**src/rtl/mct_pkg.sv**
```systemverilog
package mct_pkg;

  typedef enum logic {
    MODE_TIMER = 1'b0,
    MODE_EVENT = 1'b1
  } cnt_mode_e;

  localparam int DEFAULT_DIV   = 12;
  localparam int DEFAULT_BYTE  = 8;
  localparam int DEFAULT_SYNC  = 2;

endpackage

```
**src/rtl/mct_tick_gen.sv**
```systemverilog
module mct_tick_gen #(
  parameter int DIV = 12
) (
  input  logic clk,
  input  logic rst,
  output logic tick
);
  localparam int PW = (DIV > 2) ? $clog2(DIV) : 1;
  localparam logic [PW-1:0] LAST = PW'(DIV - 1);
  localparam logic [PW-1:0] PRE_LAST = PW'(DIV - 2);

  logic [PW-1:0] pre;

  always_ff @(posedge clk) begin
    if (rst) begin
      pre  <= '0;
      tick <= 1'b0;
    end else begin
      if (pre == LAST) pre <= '0;
      else             pre <= pre + PW'(1);
      tick <= (pre == PRE_LAST);
    end
  end


  tick_single_chk: assert property (@(posedge clk) disable iff (rst)
    tick |=> !tick);


  tick_wrap_chk: assert property (@(posedge clk) disable iff (rst)
    tick |=> (pre == PW'(0)));

endmodule

```
**src/rtl/mct_fall_detect.sv**
```systemverilog
module mct_fall_detect #(
  parameter int SYNC_STAGES = 2
) (
  input  logic clk,
  input  logic rst,
  input  logic run,
  input  logic tick,
  input  logic pin,
  output logic fall
);
  logic pin_s;
  logic cur;
  logic cur_v;

  generate
    if (SYNC_STAGES == 0) begin : g_nosync
      assign pin_s = pin;
    end else begin : g_sync
      logic [SYNC_STAGES-1:0] sh;
      always_ff @(posedge clk) begin
        if (rst) begin
          sh <= '0;
        end else begin
          sh[0] <= pin;
          for (int i = 1; i < SYNC_STAGES; i++) sh[i] <= sh[i-1];
        end
      end
      assign pin_s = sh[SYNC_STAGES-1];
    end
  endgenerate

  always_ff @(posedge clk) begin
    if (rst) begin
      cur   <= 1'b0;
      cur_v <= 1'b0;
      fall  <= 1'b0;
    end else begin
      fall <= 1'b0;
      if (!run) begin
        cur_v <= 1'b0;
      end else if (tick) begin
        cur   <= pin_s;
        cur_v <= 1'b1;
        fall  <= cur_v & cur & ~pin_s;
      end
    end
  end


  fall_after_tick_chk: assert property (@(posedge clk) disable iff (rst)
    fall |-> $past(tick) && $past(run));


  fall_needs_history_chk: assert property (@(posedge clk) disable iff (rst)
    (tick && run && !cur_v) |=> !fall);

endmodule

```
**src/rtl/mct_count_regs.sv**
```systemverilog
module mct_count_regs #(
  parameter int BYTE_W = 8
) (
  input  logic              clk,
  input  logic              rst,
  input  logic              inc,
  input  logic              lo_wr,
  input  logic              hi_wr,
  input  logic [BYTE_W-1:0] wr_data,
  input  logic              ovf_clr,
  output logic [BYTE_W-1:0] lo,
  output logic [BYTE_W-1:0] hi,
  output logic              ovf
);
  localparam logic [BYTE_W-1:0] FULL = {BYTE_W{1'b1}};

  logic lo_full;
  logic hi_full;

  assign lo_full = (lo == FULL);
  assign hi_full = (hi == FULL);

  always_ff @(posedge clk) begin
    if (rst) begin
      lo  <= '0;
      hi  <= '0;
      ovf <= 1'b0;
    end else begin
      if (lo_wr)    lo <= wr_data;
      else if (inc) lo <= lo + BYTE_W'(1);

      if (hi_wr)              hi <= wr_data;
      else if (inc && lo_full) hi <= hi + BYTE_W'(1);

      if (inc && lo_full && hi_full) ovf <= 1'b1;
      else if (ovf_clr)              ovf <= 1'b0;
    end
  end


  lo_write_wins_chk: assert property (@(posedge clk) disable iff (rst)
    lo_wr |=> (lo == $past(wr_data)));


  hi_write_wins_chk: assert property (@(posedge clk) disable iff (rst)
    hi_wr |=> (hi == $past(wr_data)));


  carry_step_chk: assert property (@(posedge clk) disable iff (rst)
    (inc && lo_full && !hi_wr) |=> (hi == $past(hi) + BYTE_W'(1)));


  ovf_sticky_chk: assert property (@(posedge clk) disable iff (rst)
    (ovf && !ovf_clr) |=> ovf);

endmodule

```
**src/rtl/mct_timer_unit.sv**
```systemverilog
module mct_timer_unit
  import mct_pkg::*;
#(
  parameter int DIV         = DEFAULT_DIV,
  parameter int BYTE_W      = DEFAULT_BYTE,
  parameter int SYNC_STAGES = DEFAULT_SYNC
) (
  input  logic              clk,
  input  logic              rst,
  input  logic              run_en,
  input  logic              event_mode,
  input  logic              event_pin,
  input  logic              lo_wr,
  input  logic              hi_wr,
  input  logic [BYTE_W-1:0] wr_data,
  input  logic              ovf_clr,
  output logic [BYTE_W-1:0] count_lo,
  output logic [BYTE_W-1:0] count_hi,
  output logic              ovf_flag
);
  cnt_mode_e mode;
  logic      tick;
  logic      fall;
  logic      inc;

  assign mode = cnt_mode_e'(event_mode);

  mct_tick_gen #(.DIV(DIV)) u_tick (
    .clk  (clk),
    .rst  (rst),
    .tick (tick)
  );

  mct_fall_detect #(.SYNC_STAGES(SYNC_STAGES)) u_fall (
    .clk  (clk),
    .rst  (rst),
    .run  (run_en),
    .tick (tick),
    .pin  (event_pin),
    .fall (fall)
  );

  always_comb begin
    unique case (mode)
      MODE_EVENT: inc = run_en & fall;
      default:    inc = run_en & tick;
    endcase
  end

  mct_count_regs #(.BYTE_W(BYTE_W)) u_cnt (
    .clk     (clk),
    .rst     (rst),
    .inc     (inc),
    .lo_wr   (lo_wr),
    .hi_wr   (hi_wr),
    .wr_data (wr_data),
    .ovf_clr (ovf_clr),
    .lo      (count_lo),
    .hi      (count_hi),
    .ovf     (ovf_flag)
  );


  run_hold_chk: assert property (@(posedge clk) disable iff (rst)
    (!run_en && !lo_wr && !hi_wr) |=> ($stable(count_lo) && $stable(count_hi)));


  event_steady_chk: assert property (@(posedge clk) disable iff (rst)
    (event_mode && !fall && !lo_wr && !hi_wr) |=> ($stable(count_lo) && $stable(count_hi)));


  timer_no_pin_chk: assert property (@(posedge clk) disable iff (rst)
    (!event_mode && !tick && !lo_wr && !hi_wr) |=> $stable(count_lo));

endmodule

```
**config.mk**
```make
export PLATFORM = sky130hd
export DESIGN_NAME = mct_timer_unit
export DESIGN_NICKNAME = d
export VERILOG_FILES = /design/src/rtl/mct_pkg.sv /design/src/rtl/mct_tick_gen.sv /design/src/rtl/mct_fall_detect.sv /design/src/rtl/mct_count_regs.sv /design/src/rtl/mct_timer_unit.sv
export SDC_FILE = /design/constraint.sdc
export NUM_CORES = 1
export LEC_CHECK = 0
export ABC_AREA = 1
export BUFFER_PORTS_ARGS = -buffer_cell sky130_fd_sc_hd__buf_2
export CORE_MARGIN = 3
export CORE_UTILIZATION = 57
export DETAILED_ROUTE_END_ITERATION = 10
export HOLD_SLACK_MARGIN = 0.05
export PLACE_DENSITY = 0.87
export SKIP_CTS_REPAIR_TIMING = 1
export SLEW_MARGIN = 40
export SYNTH_ARGS = -nofsm -noshare
export SYNTH_HDL_FRONTEND = slang
export SYNTH_SLANG_ARGS = --single-unit
```
**constraint.sdc**
```tcl
create_clock -name clk -period 3.4 [get_ports clk]
set_input_delay 0.68 -clock clk [delete_from_list [all_inputs] [get_ports clk]]
set_output_delay 0.68 -clock clk [all_outputs]
set_load 0.005 [all_outputs]
```
==> out/qor.csv, run 1 <==
stage,metric,value,unit
run_status,status,"finished, final reports clean",
routing,DRT Wirelength,3077,µm
cts,Root Buffer,clkbuf_4,
timing,RSZ-0062 raised after global routing,false,
routing,Detailed Routing Iterations Pass 1,4,
timing,fmax,604.5,MHz
placed_design,gpl congestion,0.7915,
routing,Residual DRC,0,
timing,Hold WS,0.4148,ns
worst_setup_path,crit path kind,flop to primary output,
global_route,Total GRT Usage,19.31,%
cells_and_area,area grow syn2layout,13.80,%
job,maxcap violations,0,
worst_setup_path,Worst EP arrival,0.97,ns
floorplanning,die span in y,57.69,µm
worst_hold_path,Worst Hold Class,flop to flop,
worst_setup_path,crit end category,primary output,
cells_and_area,Ant. Diodes,0,
placed_design,PortBufs,32,
synthesis,number of flops mapped to enable cells by yosys,0,
cells_and_area,post-layout util,69.32,%
power,leak pwr,0.7949,nW
worst_setup_path,crit path cell chain,buf_2,
global_route,first-pass GRT wire length,5106,µm
timing,Finish-stage setup viols,0,
timing,final hold violations,0,
global_route,number of global-route vias before repair,1197,
cts,worst skew pair latency,0.33,ns
worst_setup_path,crit-path max FO,7,
global_route,initial antenna violation count,0,
cts,H-tree depth,1,
global_route,Congestion Overflow GR,0,
cts,Num CTS Buffers,3,
synthesis,sequential fraction of the synthesis area,35.50,%
timing,Slew @ Worst Pin,0.3308,ns
synthesis,Yosys reg bits,27,
timing,normalized max-slew margin,77.95,%
power,maximum vdd drop,423.6,µV
synthesis,Synth Net Count,233,
cells_and_area,share of layout cells above drive strength 1,26.12,%
timing,Final WS setup,1.746,ns
worst_setup_path,Crit path max-delay family,flip-flops,
cts,Worst-path clk slew,0.15,ns
routing,Antenna Violating Nets Remaining,0,
power,power per cell area,339.2,mW/mm²
timing,Clock Skews,0.003432,ns
floorplanning,Initial Utilization,60.91,%
routing,vias,1410,
cells_and_area,Layout Nets,266,
placed_design,pre-CTS setup slack,1.690,ns
synthesis,synth warn,0,
synthesis,mapped cell area,0.001523,mm²
synthesis,Async SR Flop Fraction,0,%
timing,min Tclk post-route,1.654,ns
floorplanning,I/O pin cnt,33,
worst_setup_path,WP buf/inv,1,
floorplanning,Die Area,0.003328,mm²
timing,fin crit share,48.65,%
worst_setup_path,CP required,2.72,ns
synthesis,Mapped Cells,213,
floorplanning,die width,57.69,µm
floorplanning,Core Box Area,0.002500,mm²
cts,CTS tree,built,
routing,WL/cell,11.19,µm
worst_setup_path,CP max-delay cell,dfxtp_1,
cts,CTS Buffer Depth,2,
floorplanning,Rows,18,
synthesis,Syn Area/Cell,7.149,µm²
synthesis,Post-synth top flop,dfxtp_1,
routing,Iter 0 DRT Violations,18,
worst_setup_path,crit-path max cell delay,0.48,ns
routing,Via density,5.127,
global_route,largest net degree at the start of global routing,19,
placed_design,DP Wirelength,2403,µm
worst_setup_path,startpoint type of the worst setup path,flop,
timing,setup_tns,0,ns
synthesis,Synth cell types,28,
timing,Slew Limit Fails,0,
cts,clk sinks,27,
-- flip-flops by register name (all words and copies together), names as in the netlist --
signal and count:
u_cnt.hi 8, u_tick.tick 1, u_fall.fall 1, u_tick.pre 4, u_cnt.ovf 1, u_cnt.lo 8
u_fall.cur_v 1, u_fall.cur 1, u_fall.g_sync.sh 2
-- metal layers --
metal | up-vias | part of all wire (%) | global-route usage, %
li1 | 743 | - | -
met5 | - | 0 | 0
met3 | 4 | 5.4 | 5.345
met1 | 634 | 46 | 25.03
met2 | 29 | 48 | 32.74
met4 | 0 | 0.71 | 2.980
-- cells in the mapped netlist, types with 5 or more instances --
master	instances	area (µm²)
xor2_1	6	52.55
nand3_1	26	130.1
dfxtp_1	27	540.5
o21ai_0	8	40.04
a21oi_1	9	45.04
nand2_1	54	202.7
inv_1	19	71.32
nand2_2	5	31.28
nor2_1	17	63.81
-- power by group --
part	leakage, nW	switching, mW	internal [mW]	total [mW]
sequential	0.222	0.0194	0.332	0.352
combinational	0.559	0.0527	0.0393	0.0920
clock	0.0139	0.0989	0.0450	0.144
-- through the flow --
step	total power [mW]	instances	instance area [µm²]
global placement	0.4494	271	1703
detailed placement	0.4517	271	1703
CTS	0.5931	275	1733
global route	0.6175	275	1733
floorplan	0.4162	213	1523
finish	0.5878	275	1733
-- path summary, 6_finish.rpt --
| path | start | end | slack, ns | depth (start not counted) |
|---|---|---|---|---|
| worst max-delay path | u_cnt.hi[3] | count_hi[3] | 1.75 | 1 |
| worst min-delay path | u_fall.g_sync.sh[0] | u_fall.g_sync.sh[1] | 0.41 | 2 |
| worst max register to register | u_cnt.lo[0] | u_cnt.hi[6] | 1.98 | 10 |
| worst min register to register | u_fall.g_sync.sh[0] | u_fall.g_sync.sh[1] | 0.41 | 2 |
-- cells in the final DEF, fill, tap and decap left out, types with 3 or more instances in the layout --
cell,n
a21oi_1,9
a21oi_2,4
buf_2,32
clkbuf_4,3
dfxtp_1,27
ha_1,4
inv_1,19
inv_2,4
nand2_1,54
nand2_2,5
nand3_1,26
nand3_2,3
nor2_1,17
nor2_4,4
nor3_1,3
o21ai_0,8
xor2_1,6
-- cells by family (layout without fill, tap and decap cells) --
| group | after synthesis | after routing | synth area share (%) |
|---|---|---|---|
| flops | 27 | 27 | 35.50 |
| xor+xnor | 8 | 8 | 4.602 |
| fa+ha+maj | 4 | 4 | 3.287 |
| buf+inv | 30 | 62 | 7.888 |
| simple gates | 119 | 119 | 39.03 |
| compound gates | 25 | 25 | 9.696 |
-- cell type report --
type / instances / area, µm²
clock buffers: 3 / 22.52
repair buffers: 32 / 160.2
flip-flops and latches: 27 / 540.5
inverters: 26 / 102.6
clock inverters: 1 / 7.507
multi-input cells: 156 / 862.1
well taps: 30 / 37.54
fillers: 232 / 767.0
No activity file was read; power rests on OpenSTA's default activity.
==> inputs of run 2 (changes only) <==
CORE_UTILIZATION = 48   (was 57)
PLACE_DENSITY = 0.79   (was 0.87)
clock period = 1.4 ns   (was 3.4 ns; I/O delays follow)
==> out/qor.csv, run 2 (synthesis gave the netlist of run 1 again) <==
stage,metric,value,unit,change
run_status,status,"finished, final reports clean",,
cells_and_area,filler instances,279,,+20%
cells_and_area,Layout Nets,271,,+1.9%
power,maximum vdd drop,769.2,µV,+82%
placed_design,DP Wirelength,2557,µm,+6.4%
floorplanning,die width,62.33,µm,+8.0%
cts,clk sinks,27,,unchanged
worst_setup_path,crit-path max cell delay,0.35,ns,-0.13 ns
timing,Final WS setup,0.08753,ns,-1.658 ns
timing,min Tclk post-route,1.312,ns,
cts,CTS tree,built,,
floorplanning,I/O pin cnt,33,,unchanged
timing,setup_tns,0,ns,unchanged
placed_design,gpl congestion,0.8257,,+4.3%
timing,Finish-stage setup viols,0,,unchanged
placed_design,pre-CTS setup slack,0.06183,ns,-1.628 ns
cts,Num CTS Buffers,3,,unchanged
timing,Slew @ Worst Pin,0.2799,ns,-0.05085 ns
timing,Slew Limit Fails,0,,unchanged
routing,Via density,4.908,,-4.3%
power,leak pwr,0.8204,nW,+3.2%
global_route,first-pass GRT wire length,5706,µm,+12%
worst_hold_path,Hold Crit Depth,3,,+1
cts,worst skew pair latency,0.33,ns,about the same
cts,Root Buffer,clkbuf_4,,
cells_and_area,multi-input logic area,869.6,µm²,+0.87%
worst_setup_path,Worst EP arrival,1.56,ns,+0.59 ns
routing,Residual DRC,0,,unchanged
routing,Antenna Violating Nets Remaining,0,,unchanged
cells_and_area,share of layout cells above drive strength 1,28.80,%,+2.7 points
floorplanning,Rows,19,,+1
worst_setup_path,most used cell along the critical path,nand3_1,,
timing,fmax,761.9,MHz,
worst_setup_path,crit path kind,flop to flop,,
worst_setup_path,FF-to-FF path depth,10,,unchanged
floorplanning,Initial Utilization,52.94,%,-8.0 points
cells_and_area,Register Area,544.3,µm²,+0.69%
timing,fin crit share,93.75,%,
routing,Iter 0 DRT Violations,82,,+64
worst_setup_path,Crit path max-delay family,simple AND/OR/NAND/NOR gates,,
routing,Detailed Routing Iterations Pass 1,4,,unchanged
worst_hold_path,Worst Hold Class,input pin to flop,,
worst_setup_path,crit end category,flop,,
global_route,Congestion Overflow GR,0,,unchanged
cells_and_area,area grow syn2layout,17.75,%,
cells_and_area,"commonest non-fill, non-tap cell in the layout",nand2_1,,
routing,WL/cell,11.38,µm,+1.7%
worst_setup_path,CP required,1.65,ns,-1.07 ns
timing,Clock Skews,0.01094,ns,+0.007512 ns
timing,final hold violations,0,,unchanged
placed_design,PortBufs,32,,unchanged
timing,RSZ-0062 raised after global routing,true,,
floorplanning,Die Area,0.003884,mm²,+17%
global_route,Total GRT Usage,17.79,%,-1.5 points
global_route,number of global-route vias before repair,1276,,+6.6%
routing,DRT Wirelength,3323,µm,+8.0%
cells_and_area,"leading cell types in the layout, fill and taps excluded","54 x nand2_1, 32 x buf_2, 26 x nand3_1",,
power,power per cell area,800.6,mW/mm²,+140%
worst_setup_path,Crit path depth,10,,+9
global_route,initial antenna violation count,0,,unchanged
worst_setup_path,crit-path max FO,8,,+1
floorplanning,die span in y,62.33,µm,+8.0%
worst_setup_path,startpoint type of the worst setup path,flop,,
cts,H-tree depth,1,,unchanged
cts,Worst-path clk slew,0.15,ns,about the same
cells_and_area,Top Registers,"u_cnt.hi (8), u_cnt.lo (8), u_tick.pre (4)",,
global_route,largest net degree at the start of global routing,19,,unchanged
routing,vias,1433,,+1.6%
cts,CTS Buffer Depth,2,,unchanged
timing,normalized max-slew margin,81.22,%,+3.3 points
cells_and_area,Ant. Diodes,0,,unchanged
job,maxcap violations,0,,unchanged
worst_setup_path,crit path cell chain,ha_2 > nand2_2 > nor2_4 > nand2_4 > inv_4 > nand2_8 > nand3_1 > nand3_1 > nand2_1 > inv_1,,
worst_setup_path,WP buf/inv,2,,+1
floorplanning,Core Box Area,0.002877,mm²,+15%
worst_setup_path,CP max-delay cell,dfxtp_2,,
[run 2: cell count changes in the layout (fill, tap and decap cells not counted), sizes merged]
cell	delta
buf	+5
clkbuf	+1
clkinvlp	-1
[run 2: final cells by class]
class | count | share of cell area [%]
repair buffers | 37 | 11.03
flip-flops and latches | 27 | 30.36
inverters | 26 | 5.722
clock buffers | 4 | 1.465
well taps | 42 | 2.931
multi-input cells | 156 | 48.50
[run 2: path summary, 6_finish.rpt]
path | from | endpoint | slack, ns
setup / recovery | u_cnt.lo[0] | u_cnt.hi[7] | 0.09
hold / removal | event_pin | u_fall.g_sync.sh[0] | 0.15
setup reg to reg | u_cnt.lo[0] | u_cnt.hi[7] | 0.09
hold reg to reg | u_fall.g_sync.sh[0] | u_fall.g_sync.sh[1] | 0.41
[run 2: power breakdown]
group | internal, mW | switching (mW) | total (mW)
Sequential | 0.808 | 0.0429 | 0.851
Combinational | 0.107 | 0.139 | 0.246
Clock | 0.112 | 0.226 | 0.338
Total | 1.03 | 0.408 | 1.44
[run 2: layer usage]
metal  GRT usage, %  vias up  part of all wire [%]
met4          2.479        0                  0.42
met2          29.97       29                    48
met3          4.144        2                   5.2
met1          23.77      649                    46
met5              0        -                     0
li1               -      753                     -
[run 2: stage by stage]
step           utilization, %  total power [mW]  std cells  hold WS [ns]  cell area (µm²)
2_1_floorplan               -             1.011        213        0.3870             1523
3_3_place_gp            61.03             1.106        288        0.3913             1755
3_5_place_dp            61.03             1.111        288        0.3962             1755
4_1_cts                 61.94             1.446        292        0.1445             1782
5_1_grt                 62.33             1.527        292        0.1525             1793
6_report                62.33             1.435        292        0.1542             1793
[run 2: worst reg2reg max path, delay by kind of cell (launching register included)]
kind | cells | cell delay (ns)
fa+ha+maj | 1 | 0.19
flops | 1 | 0.35
buf+inv | 2 | 0.11
simple gates | 7 | 0.58
==> inputs of run 3 (changes only) <==
REMOVE_ABC_BUFFERS = 1   (was not set)
==> out/qor.csv, run 3 (synthesis gave the netlist of run 1 again) <==
stage,metric,value,unit,change
placed_design,placed cell count,289,,+0.35%
routing,WL/cell,11.70,µm,+2.8%
timing,Slew @ Worst Pin,0.3146,ns,+0.03466 ns
placed_design,DP Wirelength,2539,µm,-0.73%
floorplanning,die width,62.33,µm,unchanged
timing,Clock Skews,0.007165,ns,-0.003779 ns
routing,Residual DRC,0,,unchanged
cells_and_area,"commonest non-fill, non-tap cell in the layout",nand2_1,,
worst_setup_path,crit-path max FO,4,,-4
cells_and_area,"leading cell types in the layout, fill and taps excluded","54 x nand2_1, 31 x buf_2, 26 x nand3_1",,
global_route,first-pass GRT wire length,5526,µm,-3.2%
floorplanning,die span in y,62.33,µm,unchanged
routing,Iter 0 DRT Violations,47,,-43%
cts,worst skew pair latency,0.34,ns,about the same
cts,H-tree depth,1,,unchanged
worst_setup_path,r2r setup slk,0.07,ns,-0.02 ns
timing,fin crit share,96.36,%,+2.6 points
cells_and_area,share of layout cells above drive strength 1,30.83,%,+2.0 points
cts,Num CTS Buffers,3,,unchanged
routing,vias,1431,,-0.14%
cts,CTS Buffer Depth,2,,unchanged
cells_and_area,post-layout util,64.11,%,+1.8 points
cells_and_area,area grow syn2layout,21.12,%,
timing,Finish-stage setup viols,0,,unchanged
routing,Antenna Violating Nets Remaining,0,,unchanged
power,power per cell area,806.1,mW/mm²,+0.70%
routing,Detailed Routing Iterations Pass 1,4,,unchanged
power,maximum vdd drop,594.5,µV,-23%
worst_setup_path,startpoint type of the worst setup path,flop,,
global_route,largest net degree at the start of global routing,19,,unchanged
floorplanning,Die Area,0.003884,mm²,unchanged
global_route,number of global-route vias before repair,1273,,-0.24%
global_route,Congestion Overflow GR,0,,unchanged
worst_setup_path,Worst EP arrival,1.07,ns,-0.49 ns
timing,Slew Limit Fails,0,,unchanged
timing,final hold violations,0,,unchanged
floorplanning,Rows,19,,unchanged
routing,Via density,4.851,,-1.2%
timing,fmax,741.3,MHz,-2.7%
run_status,status,"finished, final reports clean",,
global_route,initial antenna violation count,0,,unchanged
cells_and_area,Top Registers,"u_cnt.hi (8), u_cnt.lo (8), u_tick.pre (4)",,
worst_setup_path,crit path kind,flop to primary output,,
cells_and_area,Final Non-Filler Cells,295,,+1.0%
floorplanning,I/O pin cnt,33,,unchanged
job,maxcap violations,0,,unchanged
power,leak pwr,0.8398,nW,+2.4%
timing,Hold WS,0.1210,ns,-0.03319 ns
timing,min Tclk post-route,1.349,ns,+0.03657 ns
cts,clk sinks,27,,unchanged
timing,setup_tns,0,ns,unchanged
timing,normalized max-slew margin,78.90,%,-2.3 points
global_route,Total GRT Usage,17.64,%,-0.15 points
floorplanning,Core Box Area,0.002877,mm²,unchanged
placed_design,PortBufs,32,,unchanged
cts,Root Buffer,clkbuf_4,,
worst_setup_path,crit end category,primary output,,
floorplanning,Initial Utilization,52.94,%,unchanged
cts,Worst-path clk slew,0.16,ns,about the same
cells_and_area,Ant. Diodes,0,,unchanged
worst_setup_path,CP required,1.12,ns,-0.53 ns
routing,DRT Wirelength,3452,µm,+3.9%
placed_design,gpl congestion,0.8730,,+5.7%
cells_and_area,Layout Nets,274,,+1.1%
worst_hold_path,Worst Hold Class,input pin to flop,,
cts,CTS tree,built,,
## run 3: cell count changes in the layout (fill, tap and decap cells not counted), sizes merged
cell and change:
clkbuf -1, buf +3, inv +1
## run 3: stage by stage
stage	instance area, µm²	setup WS (ns)	power, mW
global route	1844	-0.02144	1.573
detailed placement	1763	0.05418	1.114
floorplan	1505	0.07343	0.9990
global placement	1763	0.1143	1.108
CTS	1794	0.01138	1.486
finish	1844	0.05097	1.487
## run 3: worst max-delay path: stages, from the launching register on
cell and delay (ns):
dfxtp_2 0.37, buf_4 0.13, buf_6 0.12, buf_6 0.10
## run 3: final timing paths
kind / from / endpoint / depth (start not counted)
worst max-delay path: u_cnt.lo[0] / count_lo[0] / 3
worst min-delay path: event_pin / u_fall.g_sync.sh[0] / 3
worst max register to register: u_cnt.lo[0] / u_cnt.hi[5] / 10
worst min register to register: u_fall.g_sync.sh[0] / u_fall.g_sync.sh[1] / 2
## run 3: cell type report
type | count | area, µm²
clock buffers | 3 | 22.52
multi-input cells | 156 | 882.1
well taps | 42 | 52.55
flip-flops and latches | 27 | 545.5
inverters | 26 | 102.6
repair buffers | 40 | 230.2
clock inverters | 1 | 8.758
fillers | 279 | 1032
## run 3: routing by layer
| layer | routed length (µm) | vias up | global-route usage (%) |
|---|---|---|---|
| met1 | 1622 | 629 | 21.40 |
| met2 | 1628 | 33 | 30.38 |
| met4 | 25 | 0 | 4.683 |
| li1 | - | 765 | - |
| met3 | 174 | 4 | 5.225 |
| met5 | 0 | - | 0 |
## run 3: report_power, final
group	internal (mW)	switching (mW)	total, mW
logic	0.115	0.145	0.261
clock network	0.117	0.256	0.373
registers	0.809	0.0435	0.853
total	1.04	0.445	1.49
